$ cat src/rtl/irq_status_port.sv
module irq_status_port #(
  parameter int NLVL = 8,
  localparam int LW = $clog2(NLVL)
) (
  input  logic            clk,
  input  logic            rst_n,
  input  logic            wr_en,
  input  logic [7:0]      wr_data,
  input  logic            rd_en,
  input  logic [NLVL-1:0] req_vec,
  input  logic [NLVL-1:0] isr_vec,
  input  logic            win_valid,
  input  logic [LW-1:0]   win_level,
  output logic [7:0]      rd_data,
  output logic            smm_on,
  output logic            ack_valid,
  output logic [LW-1:0]   ack_level
);
  logic cmd, sel_isr, poll_arm;
  logic [7:0] poll_word;

  assign cmd = wr_en && !wr_data[7] && !wr_data[4] && wr_data[3];

  always_ff @(posedge clk) begin
    if (!rst_n) begin
      sel_isr  <= 1'b0;
      poll_arm <= 1'b0;
      smm_on   <= 1'b0;
    end else begin
      if (cmd && wr_data[1]) sel_isr <= wr_data[0];
      if (cmd && wr_data[6]) smm_on <= wr_data[5];
      if (cmd && wr_data[2]) poll_arm <= 1'b1;
      else if (rd_en)        poll_arm <= 1'b0;
    end
  end

  always_comb begin
    poll_word = 8'h00;
    poll_word[7] = win_valid;
    if (win_valid) poll_word[LW-1:0] = win_level;
  end

  assign rd_data   = poll_arm ? poll_word : (sel_isr ? 8'(isr_vec) : 8'(req_vec));
  assign ack_valid = rd_en && poll_arm && win_valid;
  assign ack_level = win_level;

  p_smm_hold_r6: assert property (@(posedge clk) disable iff (!rst_n)
    !(cmd && wr_data[6]) |=> $stable(smm_on));
  p_smm_load_r6: assert property (@(posedge clk) disable iff (!rst_n)
    (cmd && wr_data[6]) |=> (smm_on == $past(wr_data[5])));
  p_poll_once_r5: assert property (@(posedge clk) disable iff (!rst_n)
    (rd_en && poll_arm && !(cmd && wr_data[2])) |=> !poll_arm);
  p_ack_word_r7: assert property (@(posedge clk) disable iff (!rst_n)
    ack_valid |-> (rd_data[7] && rd_data[LW-1:0] == ack_level));
  p_ack_rd_r7: assert property (@(posedge clk) disable iff (!rst_n)
    ack_valid |-> rd_en);
endmodule

$ cat config.mk
export PLATFORM = sky130hd
export DESIGN_NAME = irq_status_port
export DESIGN_NICKNAME = d
export VERILOG_FILES = /design/src/rtl/irq_status_port.sv
export SDC_FILE = /design/constraint.sdc
export NUM_CORES = 1
export LEC_CHECK = 0
export BUFFER_PORTS_ARGS = -buffer_cell sky130_fd_sc_hd__clkbuf_2
export CORE_AREA = 5 5 42 44
export CTS_CLUSTER_DIAMETER = 120
export DETAILED_ROUTE_END_ITERATION = 16
export DIE_AREA = 0 0 47 49
export GPL_ROUTABILITY_DRIVEN = 1
export GPL_TIMING_DRIVEN = 1
export HOLD_SLACK_MARGIN = 0.03
export SLEW_MARGIN = 30
export SYNTH_ARGS = -nofsm -noshare
export SYNTH_HDL_FRONTEND = slang
export SYNTH_SLANG_ARGS = --single-unit
$ cat constraint.sdc
create_clock -name clk -period 1.6 [get_ports clk]
set_input_delay 0 -clock clk [delete_from_list [all_inputs] [get_ports clk]]
set_output_delay 0 -clock clk [all_outputs]
set_load 0.1 [all_outputs]
# Word-level counts from Yosys, hierarchy flattened
# Cells that the tools add are included.
# word_totals
reg_bits,3
inputBits,32
out_inout_bits,13
wordCells,19
# classes
muxes,5
n_reduce_logical,11
# ops
cell,count
$mux 8,2
$logic_and 1x1->1,8
$mux 3,1
$logic_not 1->1,2
$mux 1,2
$reduce_bool 2->1,1

# Depth between registers and ports, before layout
# Gate-level depths: netlist of the first run.
# logic_depth
word_depth,6
ltp_mapped,4
mapped_depth_nobuf,3

# Least setup slack after synthesis of the first run
# Ideal clock, no wire load.
# synth_path
kind,register to output
from,reg sel_isr
to,out rd_data[0]
t_arrival_ps,2668
required_ps,1600
slack_ps,-1068
path_stages_with_launch,4
n_path_buf,1
path_cell_list,dfxtp_1 buf_4 mux2i_1 o21ai_0
# synth_between
elab_chain_cells,2
# synth_rtl
item,line,text
from (decl),19,"logic cmd, sel_isr, poll_arm;"
from (signal assigned),30,if (cmd && wr_data[1]) sel_isr <= wr_data[0];
$mux 8 (2 in series),43,assign rd_data = poll_arm ? poll_word : (sel_isr ? 8'(isr_vec) : 8'(req_vec));
to (decl),14,"output logic [7:0] rd_data,"
# No other way between the ends.

==> run metrics, run 1 <==
post-route core utilization=a little over half; Synth area leaders=mux2i_1 27%, dfxtp_1 20%, buf_4 10%; global route hottest layer=met2; cell-by-cell listing of the critical path=nand2_1 -> a21oi_1 -> a41o_1 -> dlygate4sd3_1; final weighted congestion in routability-driven placement=0.670; most used flip-flop cell after synthesis=dfxtp_1; XOR/XNOR share of the synthesized area=0%; final-report max-slew violation count=0; data required time of the worst path=roughly 1.8 ns; routed vias=roughly 460; Slowest Stage Delay on Critical Path=between 0.5 and 0.6 ns; placed wire-length estimate=approximately 960 um; Total Routing Usage GR=approximately 11%; insertion delay of the later-clocked pin in the worst-skew pair=between 0.2 and 0.25 ns; Hold Path Cell Cnt=2; drt initial violations=0; final hold violations=0; number of flops mapped to enable cells by yosys=0; met1 demand-to-capacity share in global routing=~12%; type of element launching the critical path=register; largest net degree at the start of global routing=15; met3 routing resource usage after global routing=under 10%; total power per unit cell area=~650 nW/um2; clock-pin slew reported for the worst setup and hold paths after clock tree synthesis=0.04 ns; overall power after layout=between 0.4 and 0.5 mW; arithmetic-cell share of the synthesized area counting full adders, half adders and majority gates=0%; netlist area before placement=302 um2; Final Cycle Share=a little under nine tenths; reg-to-reg endpoint=sel_isr$_SDFFE_PN0P_; worst reg-to-reg path cell count=4; Seq/Total Area, Yosys=19.9%; Max stage delay cell, worst path=dlygate4sd3_1; number of flip-flops and latches in the synthesized netlist=3; fraction of the mapped netlist area in compound gates=~18%; post-DR vias/cell=around 4.5; top cell family by delay on the critical path=buffers and inverters; Root Buffer Master=clkbuf_4; Final Routed Wirelength=roughly 1200 um; most common cell in the synthesized netlist=mux2i_1; met2 usage=between 10% and 20%; share of final-layout standard cells stronger than drive strength 1=60.9%; Max IR drop VDD=353 uV; launch instance of the worst min-delay path=rst_n; count of input and output buffers=44; Gate Count Post-Synth=39; via count of the first global-routing pass=approximately 450; Post-Synth Simple-Gate Area=between 20% and 30%; Chip Width=approximately 47 um; Worst Tran Pin Value=0.542 ns; combinational family with the most area after synthesis=multiplexers; share of flip-flops with an asynchronous set or reset after synthesis=0%; worst relative slew slack=64.1%; total leakage power=about 0.37 nW; first-pass GRT wire length=1860 um; die area=roughly 2300 um2; net count after synthesis=71; fraction of synthesized cell area taken by the top area cell type=26.6%; endpoint class of the critical path=register; R2R Path Start=sel_isr$_SDFFE_PN0P_; Worst Path Buf+Inv=1; CP Class=register to register; r2r setup slk=around 0.23 ns; cell accounting for the most synthesized area=mux2i_1; CORE AREA=approximately 1400 um2; antenna viol nets, final=0; total global routing overflow=0; worst hold endpoint=poll_arm$_SDFFE_PN0P_; total of max-cap violations=0; I/O pin cnt=45; layout net count=between 100 and 150; number of DRC violations after detailed routing=0; Max Freq=around 730 MHz; Tightest Hold Check Type=input port to register; Std-Cell Rows=14; most instantiated cells after synthesis=8 x mux2i_1, 4 x buf_4, 4 x nor2_1, 4 x o21ai_0; Finish-stage setup viols=0; clock period minus worst slack=approximately 1.4 ns; layout overhead on the synthesized area=144%; Num Clock Sinks=3; buffer depth of the longest clock path=2; WL per Instance=between 10 and 15 um; number of antenna violations at the first check in global routing=0; yosys synthesis warning count=0; average cell area after synthesis=approximately 7.7 um2; number of H-tree levels=1; synth unique cells=13; cell depth of the worst setup path=4; status=completed; number of buffers created by CTS=3; starting density of the core=between 20 and 25%; highest fanout seen on the critical path=9; number of diodes=0; share of cell area taken by muxes after synthesis=26.6%; CTS tree=done; unrepaired setup endpoints after global routing=no; router iterations before antenna repair=1; Post-CTS Setup Bufs=0; crit path DAT=between 1.5 and 2 ns; die height=roughly 50 um; Worst Skew=0 ns; FILL cells=roughly 140; hold_ws=0.0469 ns
metal layers:
metal	share of wire, %	vias up
met4	3.1	0
met3	9.2	4
li1	-	235
met1	32	202
met5	0	-
met2	55	21
per-stage QoR:
step / instances / area [um2] / TNS [ns] / worst slack [ns]
6_report: 103 / 736 / 0 / 0.227
5_1_grt: 103 / 736 / 0 / 0.0826
4_1_cts: 103 / 734 / 0 / 0.0488
3_5_place_dp: 94 / 658 / 0 / 0.406
3_3_place_gp: 94 / 658 / 0 / 0.446
2_1_floorplan: 39 / 317 / -0.975 / -0.244
cell type report:
type                    count  area (um2)  share of cell area (%)
repair buffers             49         405                    55.1
multi-input cells          31         223                    30.3
flip-flops and latches      3        61.3                    8.33
clock buffers               4        26.3                    3.57
well taps                  16        20.0                    2.72
worst max-delay path by stage:
stage,endpoint,startpoint,slack [ns]
after floorplan,rd_data[3],poll_arm$_SDFFE_PN0P_,-0.24
after global placement,rd_data[2],sel_isr$_SDFFE_PN0P_,0.45
after detailed placement,rd_data[1],sel_isr$_SDFFE_PN0P_,0.41
after CTS,sel_isr$_SDFFE_PN0P_,sel_isr$_SDFFE_PN0P_,0.05
after global routing,rd_data[1],poll_arm$_SDFFE_PN0P_,0.08
final,sel_isr$_SDFFE_PN0P_,sel_isr$_SDFFE_PN0P_,0.23
cells by family (layout without fill, tap and decap cells):
family | after synthesis | in the layout
and+or+nand+nor | 14 | 14
muxes | 8 | 8
AOI/OAI and AO/OA | 9 | 9
buffers and inverters | 5 | 53
DFF | 3 | 3
power breakdown:
part	switching [mW]	internal (mW)	total (mW)	leakage (nW)
combinational	0.166	0.0953	0.262	0.334
clock	0.0449	0.0938	0.139	0.0150
sequential	0.00295	0.0762	0.0792	0.0247
total	0.214	0.265	0.480	0.373
sequential cells by signal, indices dropped and copies added (netlist names):
| register | cells |
|---|---|
| smm_on | 1 |
| sel_isr | 1 |
| poll_arm | 1 |
cell usage in the layout (no fill, tap or decap), types with 3 or more instances in the layout:
cell           instances
o21ai_2                4
clkbuf_2              35
dlygate4sd3_1          5
nand2_1                3
nand3_1                3
a21oi_1                3
nor2_1                 4
buf_12                 9
clkbuf_4               3
mux2i_1                8
repair_timing:
action	in CTS	in global routing
gates resized for setup	0	1
endpoints found under the hold margin	3	0
hold buffers	5	0
endpoints found under the setup margin	0	1
No activity file was read; power rests on OpenSTA's default activity.
==> run 2: changes to the inputs <==
--- a/config.mk
+++ b/config.mk
@@ -13,6 +13,7 @@
 export GPL_ROUTABILITY_DRIVEN = 1
 export GPL_TIMING_DRIVEN = 1
 export HOLD_SLACK_MARGIN = 0.03
+export RECOVER_POWER = 50
 export SLEW_MARGIN = 30
 export SYNTH_ARGS = -nofsm -noshare
 export SYNTH_HDL_FRONTEND = slang
==> run 2 against run 1 <==
Sequential share of layout area rose by 0.40 points. Clock power barely moved. Power fell by 2.6%. Global-route usage did not move. Sequential cell count did not move. Wire length barely moved. Critical endpoint unchanged. Largest cell class unchanged.
==> run metrics, run 2 (same netlist as run 1, synthesis figures left out) <==
Chip Width=47 um (unchanged); Final Routed Wirelength=1160 um (was 1150 um); die height=49 um (unchanged); status=completed (unchanged); count of input and output buffers=44 (unchanged); layout overhead on the synthesized area=133% (was 144%); CP Class=register to register (unchanged); Worst Tran Pin Value=1.17 ns (was 0.542 ns); drt initial violations=0 (unchanged); commonest cells after routing, fill and taps aside=32 x clkbuf_2, 8 x mux2i_1, 7 x buf_12 (was 35 x clkbuf_2, 9 x buf_12, 8 x mux2i_1); Final Cycle Share=85.9% (was 85.8%); starting density of the core=21.5% (unchanged); final weighted congestion in routability-driven placement=0.670 (unchanged); Tightest Hold Check Type=input port to register (unchanged); post-placement setup slack=0.406 ns (unchanged); CTS tree=done (unchanged); total global routing overflow=0 (unchanged); Root Buffer Master=clkbuf_4 (unchanged); final hold violations=0 (unchanged); Finish-stage setup viols=0 (unchanged); unrepaired setup endpoints after global routing=no (unchanged); total of max-cap violations=0 (unchanged); Total Routing Usage GR=11.5% (unchanged); insertion delay of the later-clocked pin in the worst-skew pair=0.24 ns (about the same); r2r setup slk=0.23 ns (about the same); Max Freq=728 MHz (about the same); total power per unit cell area=665 nW/um2 (was 652 nW/um2); buffer depth of the longest clock path=2 (unchanged); via count of the first global-routing pass=448 (unchanged); clock-pin slew reported for the worst setup and hold paths after clock tree synthesis=0.04 ns (about the same); number of DRC violations after detailed routing=0 (unchanged); die area=2300 um2 (unchanged); Worst Skew=0 ns (unchanged); post-DR vias/cell=4.49 (unchanged); number of H-tree levels=1 (unchanged); data required time of the worst path=1.77 ns (about the same); router iterations before antenna repair=1 (unchanged); crit path DAT=1.55 ns (about the same); type of element launching the critical path=register (unchanged); number of buffers created by CTS=3 (unchanged); total leakage power=0.354 nW (was 0.373 nW); overall power after layout=0.467 mW (was 0.480 mW); I/O pin cnt=45 (unchanged); largest registers ranked by flip-flop count=poll_arm (1), sel_isr (1), smm_on (1) (unchanged); largest net degree at the start of global routing=15 (unchanged); final-report max-slew violation count=0 (unchanged); worst relative slew slack=22.5% (was 64.1%); number of diodes=0 (unchanged); placed wire-length estimate=961 um (unchanged); number of antenna violations at the first check in global routing=0 (unchanged); Post-Place Cell Area=658 um2 (unchanged); most common cell after layout, fill and taps aside=clkbuf_2 (unchanged); endpoint class of the critical path=register (unchanged); Std-Cell Rows=14 (unchanged); CORE AREA=1400 um2 (unchanged); layout net count=120 (unchanged); clock period minus worst slack=1.37 ns (about the same); final std cell area, no fill=702 um2 (was 736 um2); highest fanout seen on the critical path=9 (unchanged); Max IR drop VDD=343 uV (was 353 uV); first-pass GRT wire length=1860 um (unchanged); WL per Instance=11.2 um (about the same); antenna viol nets, final=0 (unchanged); routed vias=462 (unchanged); min setup slack post-route=0.226 ns (was 0.227 ns); Num Clock Sinks=3 (unchanged); share of final-layout standard cells stronger than drive strength 1=57.5% (was 60.9%)
==> run 2: cell counts in the layout (fill, tap and decap cells not counted) <==
Identical to the previous run, type by type.
==> run 2: repair_timing <==
item	CTS	global route
gates resized for setup	0	1
endpoints found under the hold margin	3	0
hold buffers	5	0
setup endpoints to repair	0	1
buffers inserted	0	0
==> run 2: final timing paths <==
check	startpoint	end	cells past startpoint
min reg2reg	poll_arm$_SDFFE_PN0P_	poll_arm$_SDFFE_PN0P_	3
min	rst_n	poll_arm$_SDFFE_PN0P_	2
max	sel_isr$_SDFFE_PN0P_	sel_isr$_SDFFE_PN0P_	4
max reg2reg	sel_isr$_SDFFE_PN0P_	sel_isr$_SDFFE_PN0P_	4
==> run 2: metrics by stage <==
stage	instances	hold slack (ns)	util, %	setup TNS, ns
global route	103	0.0486	50.1	0
global placement	94	0.240	47.0	0
CTS	103	0.0434	52.4	0
floorplan	39	0.128	-	-0.975
detailed placement	94	0.246	47.0	0
finish	103	0.0469	50.1	0
==> run 2: power by group <==
part | switching [mW] | internal (mW) | total, mW
registers | 0.00296 | 0.0762 | 0.0792
clock network | 0.0449 | 0.0938 | 0.139
logic | 0.165 | 0.0846 | 0.249
total | 0.212 | 0.255 | 0.467
==> run 2: worst max-delay path, stage by stage (launching register included) <==
cell and delay (ns):
dfxtp_2 0.48, nand2_1 0.08, a21oi_1 0.12, a41o_1 0.10, dlygate4sd3_1 0.53
==> run 2: final cells by class <==
type	instances	area, um2
multi-input combinational	31	223
timing repair buffer	49	372
clock buffer	4	26.3
fill	147	699
sequential	3	61.3
tap	16	20.0
==> run 2: per-layer routing <==
metal / share of wire [%] / GRT usage, % / routed length, um / vias to the layer above
met1: 32 / 12.3 / 373 / 200
met2: 55 / 16.7 / 636 / 21
li1: - / - / - / 237
met4: 3.1 / 9.68 / 36 / 0
met5: 0 / 0 / 0 / -
met3: 9.4 / 4.43 / 108 / 4
